[config.mk]
export PLATFORM = sky130hd
export DESIGN_NAME = hsync_clamp_gen
export DESIGN_NICKNAME = d
export VERILOG_FILES = /design/src/rtl/clampgen_pkg.sv /design/src/rtl/cge_sync_edge.sv /design/src/rtl/cge_pulse_timer.sv /design/src/rtl/hsync_clamp_gen.sv
export SDC_FILE = /design/constraint.sdc
export NUM_CORES = 1
export LEC_CHECK = 0
export BUFFER_PORTS_ARGS = -buffer_cell sky130_fd_sc_hd__buf_2
export CAP_MARGIN = 20
export CORE_AREA = 5 5 93 95
export DETAILED_ROUTE_END_ITERATION = 12
export DIE_AREA = 0 0 98 100
export PLACE_DENSITY_LB_ADDON = 0.25
export SLEW_MARGIN = 20
export SYNTH_ARGS = -nofsm -noshare
export SYNTH_HDL_FRONTEND = slang
export SYNTH_HIERARCHICAL = 1
export SYNTH_SLANG_ARGS = --single-unit
[constraint.sdc]
create_clock -name clk_pix -period 3.2 [get_ports clk_pix]
set_input_delay 0.48 -clock clk_pix [delete_from_list [all_inputs] [get_ports clk_pix]]
set_output_delay 0.48 -clock clk_pix [all_outputs]
set_load 0.05 [all_outputs]
[src/rtl/clampgen_pkg.sv]
package clampgen_pkg;

    // Values the configuration registers are expected to load at reset
    localparam logic [7:0] PLACE_RST = 8'd128;
    localparam logic [7:0] CLEN_RST  = 8'd128;
    localparam logic [7:0] HSW_RST   = 8'd32;

    typedef enum logic [1:0] {
        PT_IDLE = 2'd0,
        PT_WAIT = 2'd1,
        PT_HOLD = 2'd2
    } pt_state_e;

endpackage

[src/rtl/cge_sync_edge.sv]
module cge_sync_edge #(
    parameter int STAGES = 2
) (
    input  logic clk,
    input  logic rst_n,
    input  logic sig_raw,
    input  logic active_high,
    output logic lead,
    output logic trail
);

    typedef struct packed {
        logic [STAGES-1:0] chain;
        logic              prev;
    } se_state_t;

    se_state_t se_d, se_q;
    logic      norm;

    // normalized: 1 means sync is active, whatever the incoming polarity
    assign norm = active_high ? se_q.chain[STAGES-1] : ~se_q.chain[STAGES-1];

    always_comb begin
        se_d       = se_q;
        se_d.chain = {se_q.chain[STAGES-2:0], sig_raw};
        se_d.prev  = norm;
    end

    always_ff @(posedge clk) begin
        if (!rst_n) begin
            // fill with the inactive level so no edge appears after reset
            se_q.chain <= {STAGES{~active_high}};
            se_q.prev  <= 1'b0;
        end else begin
            se_q <= se_d;
        end
    end

    assign lead  = norm & ~se_q.prev;
    assign trail = ~norm & se_q.prev;

endmodule

[src/rtl/cge_pulse_timer.sv]
module cge_pulse_timer
    import clampgen_pkg::*;
#(
    parameter int CNT_W = 8
) (
    input  logic             clk,
    input  logic             rst_n,
    input  logic             start,
    input  logic [CNT_W-1:0] delay,
    input  logic [CNT_W-1:0] len,
    output logic             active
);

    localparam logic [CNT_W-1:0] ONE = CNT_W'(1);

    typedef struct packed {
        pt_state_e        st;
        logic [CNT_W-1:0] cnt;
    } pt_reg_t;

    pt_reg_t pt_d, pt_q;

    always_comb begin
        pt_d = pt_q;
        unique case (pt_q.st)
            PT_WAIT: begin
                if (pt_q.cnt == '0) begin
                    if (len == '0) begin
                        pt_d.st = PT_IDLE;
                    end else begin
                        pt_d.st  = PT_HOLD;
                        pt_d.cnt = len - ONE;
                    end
                end else begin
                    pt_d.cnt = pt_q.cnt - ONE;
                end
            end
            PT_HOLD: begin
                if (pt_q.cnt == '0) begin
                    pt_d.st = PT_IDLE;
                end else begin
                    pt_d.cnt = pt_q.cnt - ONE;
                end
            end
            default: begin
                pt_d.st = PT_IDLE;
            end
        endcase
        // a fresh edge always wins and restarts the timing
        if (start) begin
            if (delay != '0) begin
                pt_d.st  = PT_WAIT;
                pt_d.cnt = delay - ONE;
            end else if (len != '0) begin
                pt_d.st  = PT_HOLD;
                pt_d.cnt = len - ONE;
            end else begin
                pt_d.st  = PT_IDLE;
                pt_d.cnt = '0;
            end
        end
    end

    always_ff @(posedge clk) begin
        if (!rst_n) begin
            pt_q.st  <= PT_IDLE;
            pt_q.cnt <= '0;
        end else begin
            pt_q <= pt_d;
        end
    end

    assign active = (pt_q.st == PT_HOLD);

endmodule

[src/rtl/hsync_clamp_gen.sv]
module hsync_clamp_gen #(
    parameter int CNT_W       = 8,
    parameter int SYNC_STAGES = 2
) (
    input  logic             clk_pix,
    input  logic             rst_n,
    input  logic             hs_raw,
    input  logic             clamp_ext,
    input  logic [CNT_W-1:0] cfg_clamp_place,
    input  logic [CNT_W-1:0] cfg_clamp_len,
    input  logic [CNT_W-1:0] cfg_hs_width,
    input  logic             cfg_hs_in_pol,
    input  logic             cfg_clamp_src,
    input  logic             cfg_hs_out_pol,
    output logic             clamp_out,
    output logic             hs_out
);

    localparam int NUM_TMR   = 2;
    localparam int TMR_HS    = 0;
    localparam int TMR_CLAMP = 1;

    logic                 lead_pulse;
    logic                 trail_pulse;
    logic [NUM_TMR-1:0]   tmr_start;
    logic [NUM_TMR-1:0]   tmr_act;
    logic [CNT_W-1:0]     tmr_delay [NUM_TMR];
    logic [CNT_W-1:0]     tmr_len   [NUM_TMR];

    cge_sync_edge #(.STAGES(SYNC_STAGES)) u_sync (
        .clk         (clk_pix),
        .rst_n       (rst_n),
        .sig_raw     (hs_raw),
        .active_high (cfg_hs_in_pol),
        .lead        (lead_pulse),
        .trail       (trail_pulse)
    );

    assign tmr_start[TMR_HS]    = lead_pulse;
    assign tmr_delay[TMR_HS]    = '0;
    assign tmr_len[TMR_HS]      = cfg_hs_width;
    assign tmr_start[TMR_CLAMP] = trail_pulse;
    assign tmr_delay[TMR_CLAMP] = cfg_clamp_place;
    assign tmr_len[TMR_CLAMP]   = cfg_clamp_len;

    for (genvar g = 0; g < NUM_TMR; g++) begin : g_tmr
        cge_pulse_timer #(.CNT_W(CNT_W)) u_tmr (
            .clk    (clk_pix),
            .rst_n  (rst_n),
            .start  (tmr_start[g]),
            .delay  (tmr_delay[g]),
            .len    (tmr_len[g]),
            .active (tmr_act[g])
        );
    end

    assign hs_out    = tmr_act[TMR_HS] ^ cfg_hs_out_pol;
    assign clamp_out = cfg_clamp_src ? clamp_ext : tmr_act[TMR_CLAMP];

endmodule

# After elaboration in Yosys (flattened, before gate mapping)
# Cells that the tools add are included.
# totals
ff_bits	23
latch_bits	0
mem_bits_rw	0
romBits	0
inputBits	31
wordCells	67
mem_count	0
# op_classes
addsub	5
multipliers	0
div_mod_pow	0
order_cmp	0
eq_ne	12
shifts	0
n_mux	24
bitwise_logic	7
reduce_logical	13
# op_table
op	count
$mux 10	5
$mux 8	6
$sub 8x1->8 const B	5
$logic_not 8->1	4
$pmux 8 s2	2
$reduce_bool 8->1	3
$mux 2	6
$ne 3x2->1 const B	4
$ne 4x3->1 const B	2
$pmux 2 s2	2
$ne 3x1->1 const B	2
$reduce_and 3->1	2
$reduce_bool 3->1	2
$eq 2x1->1 const B	2
$eq 2x2->1 const B	2
$not 1->1	4
$reduce_and 2->1	2
$mux 3	1
$and 1x1->1	2
$mux 1	2
$xor 1x1->1	1

# Longest topological paths before layout
# depth
ltp_word	6
depth_mapped	7

# Cells and area by module
# Netlist, hierarchy kept.
# by_module_without_submodules
mod	instances	cells_each	area_each_um2	seq_area_each_um2
cge_pulse_timer (g_tmr[0].u_tmr)	1	131	1057.3	200.2
cge_pulse_timer (g_tmr[1].u_tmr)	1	131	1053.5	200.2
cge_sync_edge	1	12	103.8	60.1
hsync_clamp_gen	1	3	27.5	0.0

# Worst setup path after synthesis
# No wires, ideal clock.
# synth_timing
path_kind	input -> register
startpoint	input cfg_clamp_len[5]
endpoint	register g_tmr[1].u_tmr/pt_q[6] (netlist name)
arrival_ps	2061
required_ps	3081
setup_slack_ps	1020
cell_stages	5
n_path_buf	0
cell_sequence	or4_4 -> nor4_4 -> a22oi_2 -> nand2b_1 -> o221a_2
# synth_via
elab_chain_len	5
word_cells_on_any_way	11
# synth_rtl
item	line_no	text
from (decl)	hsync_clamp_gen.sv:10	input logic [CNT_W-1:0] cfg_clamp_len,
$sub 8x1->8	cge_pulse_timer.sv:32, cge_pulse_timer.sv:56	
$mux 8	cge_pulse_timer.sv:28	if (len == '0) begin
$mux 8	cge_pulse_timer.sv:27	if (pt_q.cnt == '0) begin
$pmux 8 s2	cge_pulse_timer.sv:25	unique case (pt_q.st)
$mux 10	cge_pulse_timer.sv:50	if (start) begin
to (signal assigned)	cge_pulse_timer.sv:69	pt_q <= pt_d;
to (decl)	cge_pulse_timer.sv:21	pt_reg_t pt_d, pt_q;
# Several ways; a longest one is shown, not always the timed one. The select of a mux whose other input is x is not followed.
# A chain may end at the register's enable or synchronous reset.

# Worst setup path in the final report
# layout_timing
startpoint	register g_tmr[0].u_tmr/pt_q[0] (netlist name)
endpoint	register g_tmr[0].u_tmr/pt_q[1] (netlist name)
# layout_via
elab_chain_len	4
word_cells_on_any_way	9
# layout_rtl
item	line_no
from (decl)	cge_pulse_timer.sv:21
from (signal assigned)	cge_pulse_timer.sv:69
$sub 8x1->8 or $logic_not 8->1 (tied branches)	n/a
$mux 8 (on tied branches)	cge_pulse_timer.sv:39, cge_pulse_timer.sv:27
$pmux 8 s2	cge_pulse_timer.sv:25
$mux 10	cge_pulse_timer.sv:50
# Several ways; a longest one is shown, not always the timed one. The select of a mux whose other input is x is not followed.

==> out/qor.csv <==
metric,value,unit
status,finished clean,
grt_max_degree,30,
finalClockSkew,1.20,ps
path_cells,"inv_1, ha_1, or3b_2, o21ai_1, a22oi_2, nand2b_1, o221a_1",
setup_viol,0,
cp.required,3360,ps
reg2reg_from,g_tmr[0].u_tmr/pt_q[0],
cts.path.max_buffers,2,
worst_path_largest_cell_delay,550,ps
timing.final.ws_setup,755,ps
dp_slack,639,ps
cts_tree,yes,
crit_buf_inv,1,
rsz0062_at_grt,false,
clk_pin_slew,80,ps
final_cell_area,2650,um^2
postCtsResizedCells,0,
layout-drive-gt1-share,17.1,%
critPathArrivalTime,2600,ps
synthTopCellsByArea,"dfxtp_1 (21%), xnor2_1 (7.0%), o221a_1 (4.5%), inv_1 (3.5%), ha_1 (3.3%)",
critPathLaunchType,flip-flop,
first_pass_iters,4,
ys.warnings.count,6,
drt-total-wl,5950,um
drv_cap,0,
max_freq,409,MHz
antenna_found_initial,0,
synth-async-reset-ratio,0,%
synth-seq-cells,23,
synth.distinct_cells,54,
power_frac_clock,13.2,%
synth-edff-count,0,
r2r_setup_slack,760,ps
p_seq_share,30.9,%
antennaDiodeCount,0,
gp_congestion,0.862,
reg2reg_to,g_tmr[0].u_tmr/pt_q[1],
dieArea,9800,um^2
cts_hold_buffers,0,
die_w,98,um
cts-root-buf,clkbuf_8,
nets,372,
syn_avg_cell_area,8.09,um^2
synth_area_leader_cell,dfxtp_1,
worst_pin_slew,646,ps
drc_errors,0,
core,7650,um^2
yosysSeqAreaShare,20.5,%
start_util,29.3,%
clk_latency,260,ps
synth_top_area_share,20.5,%
hold_path_class,input port to flip-flop,
grt_pass1_wl,9970,um
p_leak,1.04,nW
cts-buffers-inserted,3,
hold_viol,0,
ir_worst_vdd,0.000341,V
grt-ovfl-total,0,
fin_crit,2440,ps
dpl_cell_area,2610,um^2
crit_fanout,9,
synth_area,2240,um^2
h-tree-depth,1,
numClockSinks,23,
worstRegToRegCells,7,
dieHeight,100,um
synth_ff_type,dfxtp_1,
fp-row-count,32,
p_int,769,uW
powerDensity,516,nW/um^2
crit_family,simple AND/OR/NAND/NOR gates,
holdPathStages,3,
switching_share,43.8,%
syn_inst,277,
path_class,flip-flop to flip-flop,
vias,2275,
grt_usage,12.1,%
final.setup.tns,0,ps
grt_pass1_vias,2194,
drtIter0Drc,95,
port_buffers,32,
p_sw,599,uW
post_cts_buffers,0,
via_per_inst,5.22,
critPathCaptureType,flip-flop,
n_fill_cell,815,
ioPinCount,33,
drv_slew,0,
finalCritPeriodShare,76.4,%
comb_power_share,55.9,%
cpMaxStageDelayCell,or3b_2,
hold_end,u_sync/se_d[2],
hold_start,hs_raw,
relSlewSlack,56.8,%
post-dp-hpwl,4850,um
ant_nets,0,
wl_per_cell,13.6,um
synthToLayoutAreaGrowth,18.2,%
cell usage after synthesis (5+ instances only):
cell      count
a21oi_1       9
clkbuf_1      5
dfxtp_1      23
ha_1          6
inv_1        21
nand2_1      14
nand3_1       8
nor2_1       18
nor2b_1       6
nor3_1       10
nor3b_1       8
o211ai_1      6
o21ai_0       8
o221a_1       9
o22ai_1       6
o32ai_1       6
or3_1         6
xnor2_1      18
xor2_1        8
cell usage in the layout, fill, tap and decap left out, types with 4 or more instances in the layout:
cell type / n
o211ai_1: 6
or4_1: 4
nor3_1: 10
xor2_1: 8
o22ai_1: 6
nor4_1: 4
dfxtp_1: 23
o31ai_1: 4
mux2i_1: 4
a21oi_1: 9
a31oi_1: 4
nand4_1: 4
o221a_1: 9
o32ai_1: 6
o21ai_0: 8
a211oi_1: 4
buf_2: 32
xnor2_1: 18
nand2_1: 14
or3_1: 6
conb_1: 28
a2bb2oi_1: 4
inv_1: 21
ha_1: 6
nor2b_1: 6
nand2b_1: 4
nand3_1: 8
nor3b_1: 8
a21boi_0: 4
nor2_1: 18
final cells by class:
cell class              instances  area (um^2)  share of cell area, %
multi-input cells             252         1760                   66.5
clock buffers                   4         45.0                   1.70
inverters                      21         78.8                   2.97
repair buffers                 34          175                   6.61
flip-flops and latches         23          460                   17.4
well taps                     102          128                   4.81
stage by stage:
step	total power [mW]	hold slack [ps]	cells	utilization, %
CTS	1.37	416	436	34.7
global route	1.47	448	436	34.7
floorplan	1.02	401	304	-
detailed placement	1.18	427	432	34.1
global placement	1.18	423	432	34.1
finish	1.37	415	436	34.7
how the worst max path moves through the flow:
stage,startpoint,end,slack (ps),cells past startpoint
after detailed placement,cfg_hs_width[5],g_tmr[0].u_tmr/pt_q[1],640,6
after floorplan,cfg_clamp_len[5],g_tmr[1].u_tmr/pt_q[6],1020,5
after CTS,g_tmr[0].u_tmr/pt_q[0],g_tmr[0].u_tmr/pt_q[7],780,7
final,g_tmr[0].u_tmr/pt_q[0],g_tmr[0].u_tmr/pt_q[1],760,7
after global routing,g_tmr[0].u_tmr/pt_q[0],g_tmr[0].u_tmr/pt_q[0],570,7
after global placement,cfg_clamp_len[5],g_tmr[1].u_tmr/pt_q[6],700,6
sequential cells by signal, summed over array words and instances (netlist names):
register and count:
g_tmr.u_tmr/pt_q 20, u_sync/se_d 1, u_sync/se_q 2
routing by layer:
metal  routed length [um]  vias to the layer above  share of wire (%)  global-route usage, %
met1                 2580                     1071                 43                   14.1
met5                    0                        -                  0                      0
met2                 3050                       50                 51                   22.4
li1                     -                     1146                  -                      -
met3                  230                        8                3.9                   2.36
met4                   94                        0                1.6                   3.94
power by group through the flow:
stage / Sequential (mW) / Clock (mW) / Combinational, mW
3_3_place_gp: 0.428 / 0 / 0.753
4_1_cts: 0.420 / 0.190 / 0.755
3_5_place_dp: 0.427 / 0 / 0.750
2_1_floorplan: 0.403 / 0 / 0.612
5_1_grt: 0.430 / 0.201 / 0.840
6_report: 0.423 / 0.181 / 0.765
worst register-to-register path, stage by stage (launching register included):
cell and delay, ps:
dfxtp_1 370, inv_1 120, ha_1 290, or3b_2 550, o21ai_1 220, a22oi_2 170, nand2b_1 330, o221a_1 290
logic make-up (layout without fill, tap and decap cells):
group                      count (synthesis)  count (layout)  share of synthesized area (%)
AOI/OAI and AO/OA                         82              82                           28.2
xor gates and xnor gates                  26              26                           10.2
adders and majority gates                  6               6                           3.35
buffers and inverters                     29              59                           5.30
DFF                                       23              23                           20.5
muxes                                      9               9                           4.63
other                                      1              28                          0.167
and+or+nand+nor                          101             101                           27.7
Power figures use the tool's default switching activity.
